**src/rtl/pause_rx_pkg.sv**
```systemverilog
package pause_rx_pkg;
  localparam logic [47:0] CTRL_MCAST   = 48'h0180C2000001;
  localparam logic [15:0] ETYPE_MACCTL = 16'h8808;
  localparam logic [15:0] OPC_PAUSE    = 16'h0001;
  localparam int          POS_TYPE     = 12;
  localparam int          POS_OPC      = 14;
  localparam int          POS_TMR      = 16;
  localparam int          POS_LAST     = 17;
  localparam int          QUANTA_W     = 16;

  typedef struct packed {
    logic                valid;
    logic [QUANTA_W-1:0] quanta;
  } pause_cmd_t;
endpackage

```
**src/rtl/pause_rx_parser.sv**
```systemverilog
module pause_rx_parser
  import pause_rx_pkg::*;
#(
  parameter int IDX_W = 5
) (
  input  logic        clk,
  input  logic        rst_n,
  input  logic        rx_valid,
  input  logic        rx_sof,
  input  logic        rx_eof,
  input  logic [7:0]  rx_data,
  input  logic        rx_fcs_ok,
  input  logic        rx_fc_en,
  input  logic [47:0] station_addr,
  output pause_cmd_t  cmd
);
  localparam logic [IDX_W-1:0] IDX_SAT = IDX_W'(POS_LAST + 1);

  logic [IDX_W-1:0]    idx_q, idx_d, cur;
  logic                in_frm_q, in_frm_d;
  logic                mc_q, mc_d, st_q, st_d;
  logic                ty_q, ty_d, op_q, op_d;
  logic [QUANTA_W-1:0] tmr_q, tmr_d;
  logic                beat, mc_hit, st_hit;

  function automatic logic [7:0] addr_byte(input logic [47:0] a, input logic [IDX_W-1:0] i);
    logic [7:0] r;
    r = 8'h00;
    for (int b = 0; b < 6; b++) begin
      if (i == IDX_W'(b)) r = a[8*(5-b) +: 8];
    end
    return r;
  endfunction

  always_comb begin
    beat   = rx_valid && (rx_sof || in_frm_q);
    cur    = rx_sof ? '0 : idx_q;
    mc_hit = (rx_data == addr_byte(CTRL_MCAST, cur));
    st_hit = (rx_data == addr_byte(station_addr, cur));

    idx_d    = idx_q;
    in_frm_d = in_frm_q;
    mc_d     = mc_q;
    st_d     = st_q;
    ty_d     = ty_q;
    op_d     = op_q;
    tmr_d    = tmr_q;

    if (beat) begin
      in_frm_d = !rx_eof;
      idx_d    = (cur >= IDX_SAT) ? IDX_SAT : cur + 1'b1;
      if (cur == '0) begin
        mc_d = mc_hit;
        st_d = st_hit;
        ty_d = 1'b0;
        op_d = 1'b0;
      end else if (cur < IDX_W'(6)) begin
        mc_d = mc_q && mc_hit;
        st_d = st_q && st_hit;
      end
      if (cur == IDX_W'(POS_TYPE))     ty_d = (rx_data == ETYPE_MACCTL[15:8]);
      if (cur == IDX_W'(POS_TYPE + 1)) ty_d = ty_q && (rx_data == ETYPE_MACCTL[7:0]);
      if (cur == IDX_W'(POS_OPC))      op_d = (rx_data == OPC_PAUSE[15:8]);
      if (cur == IDX_W'(POS_OPC + 1))  op_d = op_q && (rx_data == OPC_PAUSE[7:0]);
      if (cur == IDX_W'(POS_TMR))      tmr_d[15:8] = rx_data;
      if (cur == IDX_W'(POS_LAST))     tmr_d[7:0]  = rx_data;
    end

    cmd.valid  = beat && rx_eof && rx_fcs_ok && rx_fc_en &&
                 (cur >= IDX_W'(POS_LAST)) && (mc_q || st_q) && ty_q && op_q;
    cmd.quanta = (cur == IDX_W'(POS_LAST)) ? {tmr_q[15:8], rx_data} : tmr_q;
  end

  always_ff @(posedge clk or negedge rst_n) begin
    if (!rst_n) begin
      idx_q    <= '0;
      in_frm_q <= 1'b0;
      mc_q     <= 1'b0;
      st_q     <= 1'b0;
      ty_q     <= 1'b0;
      op_q     <= 1'b0;
      tmr_q    <= '0;
    end else if (beat) begin
      idx_q    <= idx_d;
      in_frm_q <= in_frm_d;
      mc_q     <= mc_d;
      st_q     <= st_d;
      ty_q     <= ty_d;
      op_q     <= op_d;
      tmr_q    <= tmr_d;
    end
  end
endmodule

```
**src/rtl/pause_rx_timer.sv**
```systemverilog
module pause_rx_timer
  import pause_rx_pkg::*;
#(
  parameter int SLOT_TICKS = 64
) (
  input  logic                clk,
  input  logic                rst_n,
  input  pause_cmd_t          cmd,
  input  logic                byte_tick,
  output logic                pause_active,
  output logic [QUANTA_W-1:0] pause_count,
  output logic                xon_pulse,
  output logic                xoff_pulse
);
  localparam int               PRE_W    = (SLOT_TICKS > 1) ? $clog2(SLOT_TICKS) : 1;
  localparam logic [PRE_W-1:0] PRE_LAST = PRE_W'(SLOT_TICKS - 1);

  logic [PRE_W-1:0]    pre_q, pre_d;
  logic [QUANTA_W-1:0] cnt_q, cnt_d;
  logic                xon_q, xon_d, xoff_q, xoff_d;

  always_comb begin
    pre_d  = pre_q;
    cnt_d  = cnt_q;
    xon_d  = 1'b0;
    xoff_d = 1'b0;
    if (cmd.valid) begin
      cnt_d  = cmd.quanta;
      pre_d  = '0;
      xon_d  = (cmd.quanta == '0);
      xoff_d = (cmd.quanta != '0);
    end else if ((cnt_q != '0) && byte_tick) begin
      if (pre_q == PRE_LAST) begin
        pre_d = '0;
        cnt_d = cnt_q - 1'b1;
      end else begin
        pre_d = pre_q + 1'b1;
      end
    end
  end

  always_ff @(posedge clk or negedge rst_n) begin
    if (!rst_n) begin
      pre_q  <= '0;
      cnt_q  <= '0;
      xon_q  <= 1'b0;
      xoff_q <= 1'b0;
    end else begin
      pre_q  <= pre_d;
      cnt_q  <= cnt_d;
      xon_q  <= xon_d;
      xoff_q <= xoff_d;
    end
  end

  assign pause_count  = cnt_q;
  assign pause_active = (cnt_q != '0);
  assign xon_pulse    = xon_q;
  assign xoff_pulse   = xoff_q;
endmodule

```
**src/rtl/pause_rx.sv**
```systemverilog
module pause_rx
  import pause_rx_pkg::*;
#(
  parameter int SLOT_TICKS = 64,
  parameter int IDX_W      = 5
) (
  input  logic        clk,
  input  logic        rst_n,
  input  logic        rx_valid,
  input  logic        rx_sof,
  input  logic        rx_eof,
  input  logic [7:0]  rx_data,
  input  logic        rx_fcs_ok,
  input  logic        rx_fc_en,
  input  logic [47:0] station_addr,
  input  logic        byte_tick,
  output logic        pause_active,
  output logic [15:0] pause_count,
  output logic        xon_pulse,
  output logic        xoff_pulse
);
  logic [1:0] rst_sync_q;
  logic       rst_sync_n;
  pause_cmd_t cmd;

  always_ff @(posedge clk or negedge rst_n) begin
    if (!rst_n) rst_sync_q <= 2'b00;
    else        rst_sync_q <= {rst_sync_q[0], 1'b1};
  end
  assign rst_sync_n = rst_sync_q[1];

  pause_rx_parser #(.IDX_W(IDX_W)) u_parser (
    .clk          (clk),
    .rst_n        (rst_sync_n),
    .rx_valid     (rx_valid),
    .rx_sof       (rx_sof),
    .rx_eof       (rx_eof),
    .rx_data      (rx_data),
    .rx_fcs_ok    (rx_fcs_ok),
    .rx_fc_en     (rx_fc_en),
    .station_addr (station_addr),
    .cmd          (cmd)
  );

  pause_rx_timer #(.SLOT_TICKS(SLOT_TICKS)) u_timer (
    .clk          (clk),
    .rst_n        (rst_sync_n),
    .cmd          (cmd),
    .byte_tick    (byte_tick),
    .pause_active (pause_active),
    .pause_count  (pause_count),
    .xon_pulse    (xon_pulse),
    .xoff_pulse   (xoff_pulse)
  );
endmodule

```
**config.mk**
```make
export PLATFORM = sky130hd
export DESIGN_NAME = pause_rx
export DESIGN_NICKNAME = d
export VERILOG_FILES = /design/src/rtl/pause_rx_pkg.sv /design/src/rtl/pause_rx_parser.sv /design/src/rtl/pause_rx_timer.sv /design/src/rtl/pause_rx.sv
export SDC_FILE = /design/constraint.sdc
export NUM_CORES = 1
export LEC_CHECK = 0
export ABC_AREA = 1
export BUFFER_PORTS_ARGS = -buffer_cell sky130_fd_sc_hd__buf_2
export CAP_MARGIN = 25
export CORE_UTILIZATION = 40
export DETAILED_ROUTE_END_ITERATION = 8
export REMOVE_ABC_BUFFERS = 1
export SETUP_SLACK_MARGIN = 0.3
export SLEW_MARGIN = 30
export SYNTH_ARGS = -nofsm -noshare
export SYNTH_HDL_FRONTEND = slang
export SYNTH_SLANG_ARGS = --single-unit
```
**constraint.sdc**
```tcl
create_clock -name clk -period 1.8 [get_ports clk]
set_clock_uncertainty 0.15 [all_clocks]
set_input_delay 0.36 -clock clk [delete_from_list [all_inputs] [get_ports clk]]
set_output_delay 0.36 -clock clk [all_outputs]
set_load 0.02 [all_outputs]
```
**After elaboration in Yosys (flattened, before gate mapping)**

Index checks and enable logic that the tools add are counted.

- Memory bits (read-only): 0
- Bits in latches: 0
- Output and inout port bits: 19
- Memories: 0
- Input port bits: 64
- Word-level logic and storage cells: 100
- Bits in registers: 52
- RAM bits: 0

- Multipliers: 0
- Bitwise operators: 0
- Add/sub/neg operators: 3
- Shift-type cells: 0
- Mux-type cells: 32
- Equality and inequality tests: 17
- Reduce and logical (&&, ||, !) cells: 32
- $lt $le $gt $ge: 3
- Divide/modulo/power cells: 0

Operators with widths:

| kind | count |
|---|---|
| two-way mux 8 bit | 12 |
| two-way mux 16 bit | 3 |
| nonzero test 16 bit | 2 |
| equality test 5 x 4 -> 1 bit (second input constant) | 4 |
| two-way mux 6 bit | 3 |
| equality test 8 bit | 2 |
| logical NOT 16 bit | 1 |
| subtractor 16 x 1 -> 16 bit (second input constant) | 1 |
| logical AND 1 bit | 13 |
| two-way mux 1 bit | 12 |
| AND reduction 2 bit | 6 |
| equality test 5 x 2 -> 1 bit (second input constant) | 2 |
| equality test 5 x 3 -> 1 bit (second input constant) | 2 |
| equality test 5 bit (second input constant) | 2 |
| greater-or-equal comparator 5 bit (second input constant) | 2 |
| two-way mux 5 bit | 2 |
| equality test 8 x 1 -> 1 bit (second input constant) | 1 |
| equality test 8 x 4 -> 1 bit (second input constant) | 1 |
| equality test 8 bit (second input constant) | 1 |
| logical NOT 8 bit | 1 |
| adder 6 x 1 -> 6 bit (second input constant) | 1 |
| equality test 6 bit (second input constant) | 1 |
| nonzero test 2 bit | 3 |
| nonzero test 3 bit | 2 |
| 6 further kinds | 7 |

**Longest topological paths before layout**

Gate-level depths: netlist (run 1).

- Word-level depth: 12
- Mapped depth: 20
- Mapped depth without buffers: 19

**Cells and area by module**

A second synthesis (run 1) with hierarchy kept.

- Cell total of the unflattened synthesis: 602
- Area, all modules: 4030.1 sq um

Modules (own cells, without submodules):

| module | instances | sequential area each (sq um) | area each (sq um) | cells each |
|---|---|---|---|---|
| pause_rx_parser | 1 | 650.6 | 2293.4 | 351 |
| pause_rx_timer | 1 | 600.6 | 1682.9 | 248 |
| pause_rx | 1 | 50.0 | 53.8 | 3 |

**Worst setup path after synthesis (run 1)**

Ideal clock, no wire load.

- Path type: flip-flop to flip-flop
- From: register u_timer.cnt_q[0] (netlist: u_timer.pause_count[0])
- To: register u_timer.cnt_q[11] (netlist: u_timer.pause_count[11])
- Setup slack: -0.633 ns
- Period minus slack after synthesis: 2.433 ns
- Required time: 1.526 ns
- Setup time: 0.124 ns
- Cell stages (with the launch flop): 17
- Arrival time: 2.159 ns
- Cells stage by stage: dfrtp_1 inv_1 ha_1 nand2_2 nor2_4 nand2_2 nor3_4 nand4_2 nor2_2 nand3_2 nand2_4 nand2_4 nand2_8 inv_4 buf_6 o211ai_1 nand2_1

- Word-level cells in the longest chain between the ends: 4
- Elaborated cells on any way between the ends: 8

Ends and longest elaborated chain:

| element | line | source |
|---|---|---|
| from (decl) | pause_rx_timer.sv:19 | `logic [QUANTA_W-1:0] cnt_q, cnt_d;` |
| from (signal assigned) | pause_rx_timer.sv:50 | `cnt_q <= cnt_d;` |
| nonzero test 16 bit | -- |  |
| net pause_active | pause_rx.sv:17 | `output logic pause_active,` |
| logical AND 1 bit | pause_rx_timer.sv:32 | `end else if ((cnt_q != '0) && byte_tick) begin` |
| nonzero test 2 bit (no source line) | -- |  |
| AND reduction 2 bit (no source line) | -- |  |

The timed path passes the listed nets, and every way through them passes these cells. The select of a mux whose other input is x is not followed.
A chain may end at the register's enable or synchronous reset.

**Final worst setup path (run 1)**

- From: register u_timer.cnt_q[0] (netlist: u_timer.pause_count[0])
- To: output port pause_active

- Word-level cells in the longest chain between the ends: 1

Ends and longest elaborated chain:

| element | line | source |
|---|---|---|
| nonzero test 16 bit | pause_rx_timer.sv:57 | `assign pause_active = (cnt_q != '0);` |
| to (decl) | pause_rx.sv:17 |  |

No other way between the ends.

==> impl_metrics.toml, run 1 <==
[global_route]
antenna_found_initial = 0
grt_pass1_vias = 4326
grt_pass1_wl_mm = 20.2
grt.met3_usage_pct = 2.55
grt-ovfl-total = 0
gr-usage-all-layers_pct = 25.6
grtUsageMet2_pct = 46.4
grt_use_met1_pct = 32.3
grt_start_max_net_pins = 35
grt.busiest_layer = "met2"

[route]
ant_nets = 0
viasPerCell = 5.01
drt-wirelength-per-cell_um = 14.4
drc = 0
postRouteWirelength_mm = 12.7
drt_iter0_drc = 251
drt_first_pass_iters = 5
vias = 4409

[cts]
clock_latency_ps = 310
clockBufferDepth = 2
cts.clk_slew.worst_paths_ps = 110
cts.sinks = 52
cts_tree = "done"
root_buffer = "clkbuf_8"
cts_buffers = 5
htreeDepth = 2

[setup_path]
r2r_end = "u_timer.pause_count[14]"
r2r_cells = 17
start_kind = "register"
crit_path_end_kind = "primary output"
cp.required_ps = 1290
worstPathArrival_ps = 1930
r2r-start = "u_timer.pause_count[0]"
rrSetupSlack_ps = -640
crit_path_max_fanout = 2
path_class = "register to primary output"

[placed_design]
gp_congestion = 0.866
hpwl_mm = 8.40
dpl_worst_slack_ps = -704
dp.cells = 833
io_buffer_count = 82
place_area_um2 = 5050

[final_layout]
drive_gt1_share_pct = 50.4
finalInstanceArea_um2 = 6250
finalNetCount = 840
final_util_pct = 70.3
finalNonFillerCells = 880
antenna_cells = 0
final_cell_mix = "nand2_1, buf_4, buf_2, buf_6, dfrtp_1"
final_common_cell = "nand2_1"
seq_area_um2 = 1310
syn_to_final_growth_pct = 66.8
multiInputGateArea_um2 = 2610
fill_cells = 689

[timing]
setup_viol = 35
timing.fmax_mhz = 409
fin_crit_sh_pct = 136
hold_viol = 0
setup-tns-final_ps = -13900
period_minus_slack_ps = 2440
fin_ws_ps = -643
rsz0062_at_grt = "yes"
slew_violations = 0

[logic_synthesis]
synth-seq-area-share_pct = 34.7
synth_flop_cell = "dfrtp_1"
ys_types = 44
synthArstFlopShare_pct = 100
syn_avg_cell_area_um2 = 6.83
ys_seq_elements = 52
synth_xor_xnor_area_share_pct = 2.10
synth_top_area_share_pct = 34.7
yosys-top-cells-area = "dfrtp_1, nand2_1, o21ai_0"
synth_top_family_by_area = "simple AND/OR/NAND/NOR gates"
netlist_area_um2 = 3750
syn_inst = 549
synthMuxAreaShare_pct = 0
yosys_warnings = 0
synthAdderAreaFrac_pct = 1.67
synth_compound_area_share_pct = 14.0
synth_top_area_cell = "dfrtp_1"
synthSimpleGateAreaFrac_pct = 38.5
synth_edf_count = 0

[floorplanning]
rows = 34
dieArea_um2 = 9770
die_y_um = 98.8
start_util_pct = 42.2
die_x_um = 98.8
core_um2 = 8890
ios = 83

[power_and_ir_drop]
combPwrFrac_pct = 53.5
irDropWorstVdd_mv = 0.419
seqPwrFrac_pct = 33.1
switching_share_pct = 40.5
p_clk_share_pct = 13.4
power.density_nw_per_um2 = 889
internal-power_mw = 3.31
switching_power_mw = 2.25
cellLeakagePower_nw = 3.23

[outcome]
status = "complete, but fails checks"
violations = "setup timing"

[flow_run]
cap_violations = 0

[min_path]
hold_class = "register to asynchronous set/reset pin"
-- sequential cells by signal, indices dropped and copies added (netlist names) --
signal and flops:
u_parser.tmr_q 16, u_timer.pause_count 16, u_timer.pre_q 6, u_parser.idx_q 5
rst_sync_q 2, u_parser.in_frm_q 1, u_parser.mc_q 1, u_parser.op_q 1
u_parser.st_q 1, u_parser.ty_q 1, u_timer.xoff_pulse 1, u_timer.xon_pulse 1
-- per-stage QoR --
step           hold WS [ps]  power (mW)
5_1_grt                97.5        5.94
3_5_place_dp          0.203        3.95
6_report               60.4        5.56
4_1_cts                80.0        5.18
3_3_place_gp          -5.09        3.90
2_1_floorplan         -85.6        2.91
-- power groups by stage --
stage	Combinational (mW)	Clock, mW	Sequential [mW]
2_1_floorplan	1.13	0	1.79
3_3_place_gp	2.13	0	1.77
3_5_place_dp	2.17	0	1.78
4_1_cts	2.62	0.764	1.79
5_1_grt	3.25	0.807	1.89
6_report	2.97	0.747	1.84
-- how the worst max path moves through the flow --
stage                                      start                      end  slack (ps)  cells after the start
final                     u_timer.pause_count[0]             pause_active        -640                     10
after global routing      u_timer.pause_count[0]  u_timer.pause_count[14]        -760                     17
after CTS                 u_timer.pause_count[0]             pause_active        -620                     10
after detailed placement                  rx_sof            u_parser.st_q        -700                     20
after global placement                    rx_sof            u_parser.st_q        -580                     20
after floorplan                           rx_sof  u_timer.pause_count[14]       -1120                     17
-- logic make-up (layout without fill, tap and decap cells) --
| family | Yosys count | count (layout) |
|---|---|---|
| adder cells (fa/ha/maj) | 5 | 5 |
| XOR/XNOR | 9 | 9 |
| AO/OA/AOI/OAI | 94 | 94 |
| AND/OR/NAND/NOR | 310 | 310 |
| other | 1 | 1 |
| flip-flops | 52 | 52 |
| buffers and inverters | 78 | 301 |
-- synth_stat cells, types with 6 or more instances --
master   instances
o21ai_0         54
dfrtp_1         52
nor2_1          50
nor3_1          10
a21oi_1         15
nand4_1         10
nand3_1         37
nand2_1        166
xor2_1           7
buf_2            7
or2_1            6
inv_2           10
inv_1           50
o21ai_1          8
nand2_4          7
-- per-layer routing --
layer / wire length [um] / vias up
li1: - / 2238
met2: 6480 / 142
met3: 573 / 21
met4: 276 / 0
met1: 5370 / 2008
met5: 0 / -
-- area by class of cell --
type / instances / area share, %
Clock buffer: 5 / 1.10
Timing Repair inverter: 3 / 0.460
Clock inverter: 3 / 0.460
Tap cell: 108 / 2.16
Sequential cell: 52 / 20.9
Inverter: 63 / 4.34
Multi-Input combinational cell: 419 / 41.7
Timing Repair Buffer: 227 / 28.9
-- timing repair --
action,4_1_cts,5_1_grt
hold endpoints to repair,2,0
setup buffers,20,12
setup endpoints to repair,60,62
hold buffers,1,0
pin swaps,40,23
gates cloned,6,0
gates resized for setup,187,75
-- worst max-delay path: stages (launching register included) --
cell	delay [ps]
dfrtp_1	420
inv_2	90
ha_4	150
nand2_4	60
nor2_4	90
nand2_2	90
nor3_4	150
nand4_2	120
nor2_2	140
nand3_2	130
buf_2	190
No activity file was read; power rests on OpenSTA's default activity.
==> inputs of run 2 (changes only) <==
ABC_AREA = unset   (was 1)
clock period = 3.1 ns   (was 1.8 ns; I/O delays follow)
==> impl_metrics.toml, run 2 <==
[cts]
cts_tree = "done"
htreeDepth = 2
clockBufferDepth = 2
cts_buffers = 5
cts.sinks = 52
root_buffer = "clkbuf_8"
cts.clk_slew.worst_paths_ps = 100
clock_latency_ps = 300

[timing]
max-slew-margin-rel_pct = 49.8
fin_crit_sh_pct = 90.3
rsz0062_at_grt = "yes"
hold_viol = 0
setup_viol = 0
slew_violations = 0
period_minus_slack_ps = 2800
fin_ws_ps = 300
timing.fmax_mhz = 357
tightest_slew_ps = 754

[logic_synthesis]
synth_top_area_cell = "dfrtp_1"
synth_flop_cell = "dfrtp_1"
ys_types = 69
synth_top_area_share_pct = 36.4
yosys_warnings = 0
synth_edf_count = 0
syn_avg_cell_area_um2 = 8.75
syn_inst = 409
ys_top_cells_by_count = "dfrtp_1, o21ai_0, nor2_1"
ys_seq_elements = 52
synth-seq-area-share_pct = 36.4
yosys-top-cells-area = "dfrtp_1, o21ai_0, mux2i_1"
yosysMostFrequentCell = "dfrtp_1"
netlist_area_um2 = 3580
synthArstFlopShare_pct = 100

[route]
viasPerCell = 5.73
drt-wirelength-per-cell_um = 15.8
drc = 0
drt_iter0_drc = 95
drt_first_pass_iters = 4
ant_nets = 0
vias = 3576
postRouteWirelength_mm = 9.86

[final_layout]
finalNetCount = 584
drive_gt1_share_pct = 33.5
final_cell_mix = "buf_2, dfrtp_1, o21ai_0, buf_4, nor2_1"
syn_to_final_growth_pct = 26.1
final_common_cell = "buf_2"
fill_cells = 870
final_util_pct = 52.0
antenna_cells = 0

[setup_path]
r2r_cells = 10
cp.required_ps = 2330
path_class = "register to primary output"
start_kind = "register"
worstPathArrival_ps = 2030
crit_path_end_kind = "primary output"
crit_path_max_fanout = 4

[global_route]
grt_pass1_wl_mm = 16.4
grt_pass1_vias = 3490
grt_start_max_net_pins = 36
gr-usage-all-layers_pct = 21.1
antenna_found_initial = 0
grt-ovfl-total = 0

[flow_run]
cap_violations = 0

[power_and_ir_drop]
power.density_nw_per_um2 = 491
cellLeakagePower_nw = 2.04
irDropWorstVdd_mv = 0.196

[floorplanning]
ios = 83
core_um2 = 8680
rows = 34
start_util_pct = 41.2
dieArea_um2 = 9330
die_y_um = 96.6
die_x_um = 96.6

[placed_design]
io_buffer_count = 82
dpl_worst_slack_ps = -29.3
hpwl_mm = 7.51
gp_congestion = 0.886

[outcome]
status = "complete, no violations"

[min_path]
hold_class = "register to asynchronous set/reset pin"
==> run 2: changes by cell type after synthesis, moves of 9 or more <==
cell,change
mux2_2,+14
nand2_1,-133
nand3_1,-23
inv_1,-38
inv_2,-9
mux2i_1,+16
nor2_1,-15
==> run 2: cell type report <==
type,instances,area (um^2),area share [%]
Clock buffer,7,96.3,2.13
Sequential cell,52,1300,28.9
Multi-Input combinational cell,320,2180,48.2
Clock inverter,1,30.0,0.665
Timing Repair Buffer,122,719,15.9
Tap cell,108,135,2.99
Inverter,14,52.6,1.16
==> run 2: kinds of logic after synthesis <==
| group | share of synthesized area, % |
|---|---|
| simple gates | 21.5 |
| flops | 36.4 |
| xor+xnor | 1.71 |
| fa+ha+maj | 1.75 |
| other cells | 0.105 |
| compound gates | 24.9 |
| buf+inv | 4.89 |
| mux | 8.88 |
==> run 2: worst paths after layout <==
kind	start	to	slack (ps)
setup / recovery	u_timer.pause_count[0]	pause_active	300
hold / removal	rst_sync_q[1]	u_parser.tmr_q[1]	190
setup reg to reg	u_timer.pause_count[0]	u_timer.pause_count[0]	420
hold reg to reg	rst_sync_q[1]	u_parser.tmr_q[1]	190
max in group asynchronous	rst_sync_q[1]	u_timer.pre_q[4]	1890
min in group clk	rst_sync_q[0]	rst_sync_q[1]	230
==> run 2: timing repair <==
action	CTS	global route
hold endpoints to repair	2	0
gates resized for setup	7	12
buffers inserted	3	5
hold buffers	1	0
pin swaps	2	1
endpoints found under the setup margin	15	8
==> run 2: layer usage <==
layer  vias to the layer above  global-route usage [%]  wire length, um
li1                       1747                       -                -
met1                      1699                    27.2             4490
met2                       120                    36.6             4760
met3                        10                    3.25              490
met4                         0                    6.08              120
met5                         -                       0                0
==> run 2: report_power, final <==
part	internal (mW)	switching, mW
sequential	0.759	0.108
combinational	0.385	0.456
clock	0.285	0.224
total	1.43	0.787
==> run 2: critical path, cell delays in order (launching register included) <==
cell,delay (ps)
dfrtp_1,410
inv_2,70
ha_4,130
or4b_4,490
nor4_4,160
buf_4,170
nand4_1,120
buf_6,170
==> run 2: through the flow <==
| step | area [um^2] | std cells | power [mW] | setup TNS [ps] | hold WS, ps |
|---|---|---|---|---|---|
| after floorplan | 3460 | 386 | 1.38 | -74.1 | 174 |
| after global placement | 4240 | 607 | 1.67 | 0 | 185 |
| after detailed placement | 4240 | 607 | 1.68 | -29.3 | 210 |
| after CTS | 4420 | 619 | 2.20 | 0 | 225 |
| after global routing | 4510 | 624 | 2.36 | 0 | 231 |
| final | 4510 | 624 | 2.22 | 0 | 194 |
==> inputs of run 3 (changes only) <==
ABC_AREA = 1   (was unset)
==> impl_metrics.toml, run 3 (synthesis gave the netlist of run 1 again) <==
[floorplanning]
start_util_pct = 42.2
rows = 34
die_x_um = 98.8
dieArea_um2 = 9770
ios = 83
die_y_um = 98.8
core_um2 = 8890

[route]
wl_met1_mm = 4.64
route.met2.wl_mm = 4.46
ant_nets = 0
vias = 3751
drt-wirelength-per-cell_um = 13.0
drt_iter0_drc = 139
drc = 0
routed-wl-met3_um = 494
top_layer = "met4"
viasPerCell = 5.01
drt_first_pass_iters = 4
postRouteWirelength_mm = 9.77

[setup_path]
worstPathArrival_ps = 2020
start_kind = "register"
crit_path_end_kind = "primary output"
r2r_cells = 16
cp.required_ps = 2330
crit_path_max_fanout = 3
path_class = "register to primary output"

[power_and_ir_drop]
power.density_nw_per_um2 = 540
seqPwrFrac_pct = 43.0
irDropWorstVdd_mv = 0.234
p_clk_share_pct = 17.0
switching_share_pct = 41.9
internal-power_mw = 1.41
cellLeakagePower_nw = 2.35
switching_power_mw = 1.01
combPwrFrac_pct = 40.0

[placed_design]
dpl_worst_slack_ps = -73.3
io_buffer_count = 82
gp_congestion = 0.851
hpwl_mm = 7.46

[timing]
slew_violations = 0
timing.fmax_mhz = 358
period_minus_slack_ps = 2790
fin_crit_sh_pct = 90.1
setup_viol = 0
rsz0062_at_grt = "yes"
hold_viol = 0
max-slew-margin-rel_pct = 50.9
tightest_slew_ps = 736
fin_ws_ps = 306

[cts]
cts_tree = "done"
cts.clk_slew.worst_paths_ps = 100
htreeDepth = 2
clockBufferDepth = 2
clock_latency_ps = 310
cts_buffers = 5
cts.sinks = 52
root_buffer = "clkbuf_8"

[global_route]
gr-usage-all-layers_pct = 21.1
antenna_found_initial = 0
grt_pass1_vias = 3559
grt_pass1_wl_mm = 16.5
grt-ovfl-total = 0
grt_start_max_net_pins = 34

[final_layout]
antenna_cells = 0
final_common_cell = "nand2_1"
final_util_pct = 50.5
finalNetCount = 709
syn_to_final_growth_pct = 19.7
final_cell_mix = "nand2_1, buf_2, o21ai_0, dfrtp_1, nor2_1"
drive_gt1_share_pct = 24.0

[outcome]
status = "complete, no violations"

[min_path]
hold_class = "register to asynchronous set/reset pin"

[flow_run]
cap_violations = 0
==> run 3: changes by cell type in the layout (fill, tap and decap cells not counted), sizes merged, moves of 16 or more <==
cell | before | now
nand3 | 14 | 39
inv | 13 | 65
nand2 | 33 | 179
nor2 | 37 | 56
mux2i | 16 | 0
buf | 121 | 98
==> run 3: layout make-up <==
type | count | area, um^2
fillers | 908 | 4400
clock buffers | 5 | 68.8
clock inverters | 3 | 26.3
inverters | 63 | 246
flip-flops and latches | 52 | 1300
well taps | 108 | 135
repair buffers | 99 | 547
multi-input cells | 419 | 2160
==> run 3: path summary, 6_finish.rpt <==
kind                                   startpoint                 endpoint  slack [ps]
setup / recovery           u_timer.pause_count[0]             pause_active         310
hold / removal                      rst_sync_q[1]       u_parser.tmr_q[14]         190
setup reg to reg           u_timer.pause_count[0]  u_timer.pause_count[13]         530
hold reg to reg                     rst_sync_q[1]       u_parser.tmr_q[14]         190
max in group asynchronous           rst_sync_q[1]   u_timer.pause_count[5]        1890
min in group clk                    rst_sync_q[0]            rst_sync_q[1]         210
==> run 3: worst max-delay path, cell delays in order, from the launching register on <==
cell and delay [ps]:
dfrtp_1 430, inv_2 90, ha_4 150, nand2_4 50, nor2_4 110, nand2_2 80, nor3_4 190, nand4_2 160
nor2_4 180, nand3_4 110, buf_6 150
==> run 3: metal layers <==
metal,vias to the layer above,track usage [%]
li1,1969,-
met1,1649,26.6
met2,122,36.8
met3,11,3.26
met4,0,6.89
met5,-,0
==> run 3: timing repair <==
item,4_1_cts,5_1_grt
buffers inserted,1,8
hold buffers,1,0
gates cloned,0,0
endpoints found under the setup margin,2,4
hold endpoints to repair,2,0
gates resized for setup,3,11
pin swaps,0,6
==> run 3: power groups by stage <==
stage               Sequential (mW)  Clock [mW]  Combinational [mW]
CTS                            1.04       0.424               0.941
detailed placement             1.05           0               0.936
floorplan                      1.04           0               0.654
global route                   1.07       0.448                1.12
finish                         1.04       0.412               0.968
global placement               1.05           0               0.927
==> run 3: metrics by stage <==
step / setup TNS [ps] / instance area, um^2 / power (mW) / cells / hold slack (ps)
floorplan: -155 / 3660 / 1.69 / 534 / 174
global route: 0 / 4490 / 2.64 / 749 / 224
finish: 0 / 4490 / 2.42 / 749 / 190
detailed placement: -73.3 / 4260 / 1.99 / 731 / 193
global placement: 0 / 4260 / 1.97 / 731 / 187
CTS: 0 / 4390 / 2.40 / 741 / 216
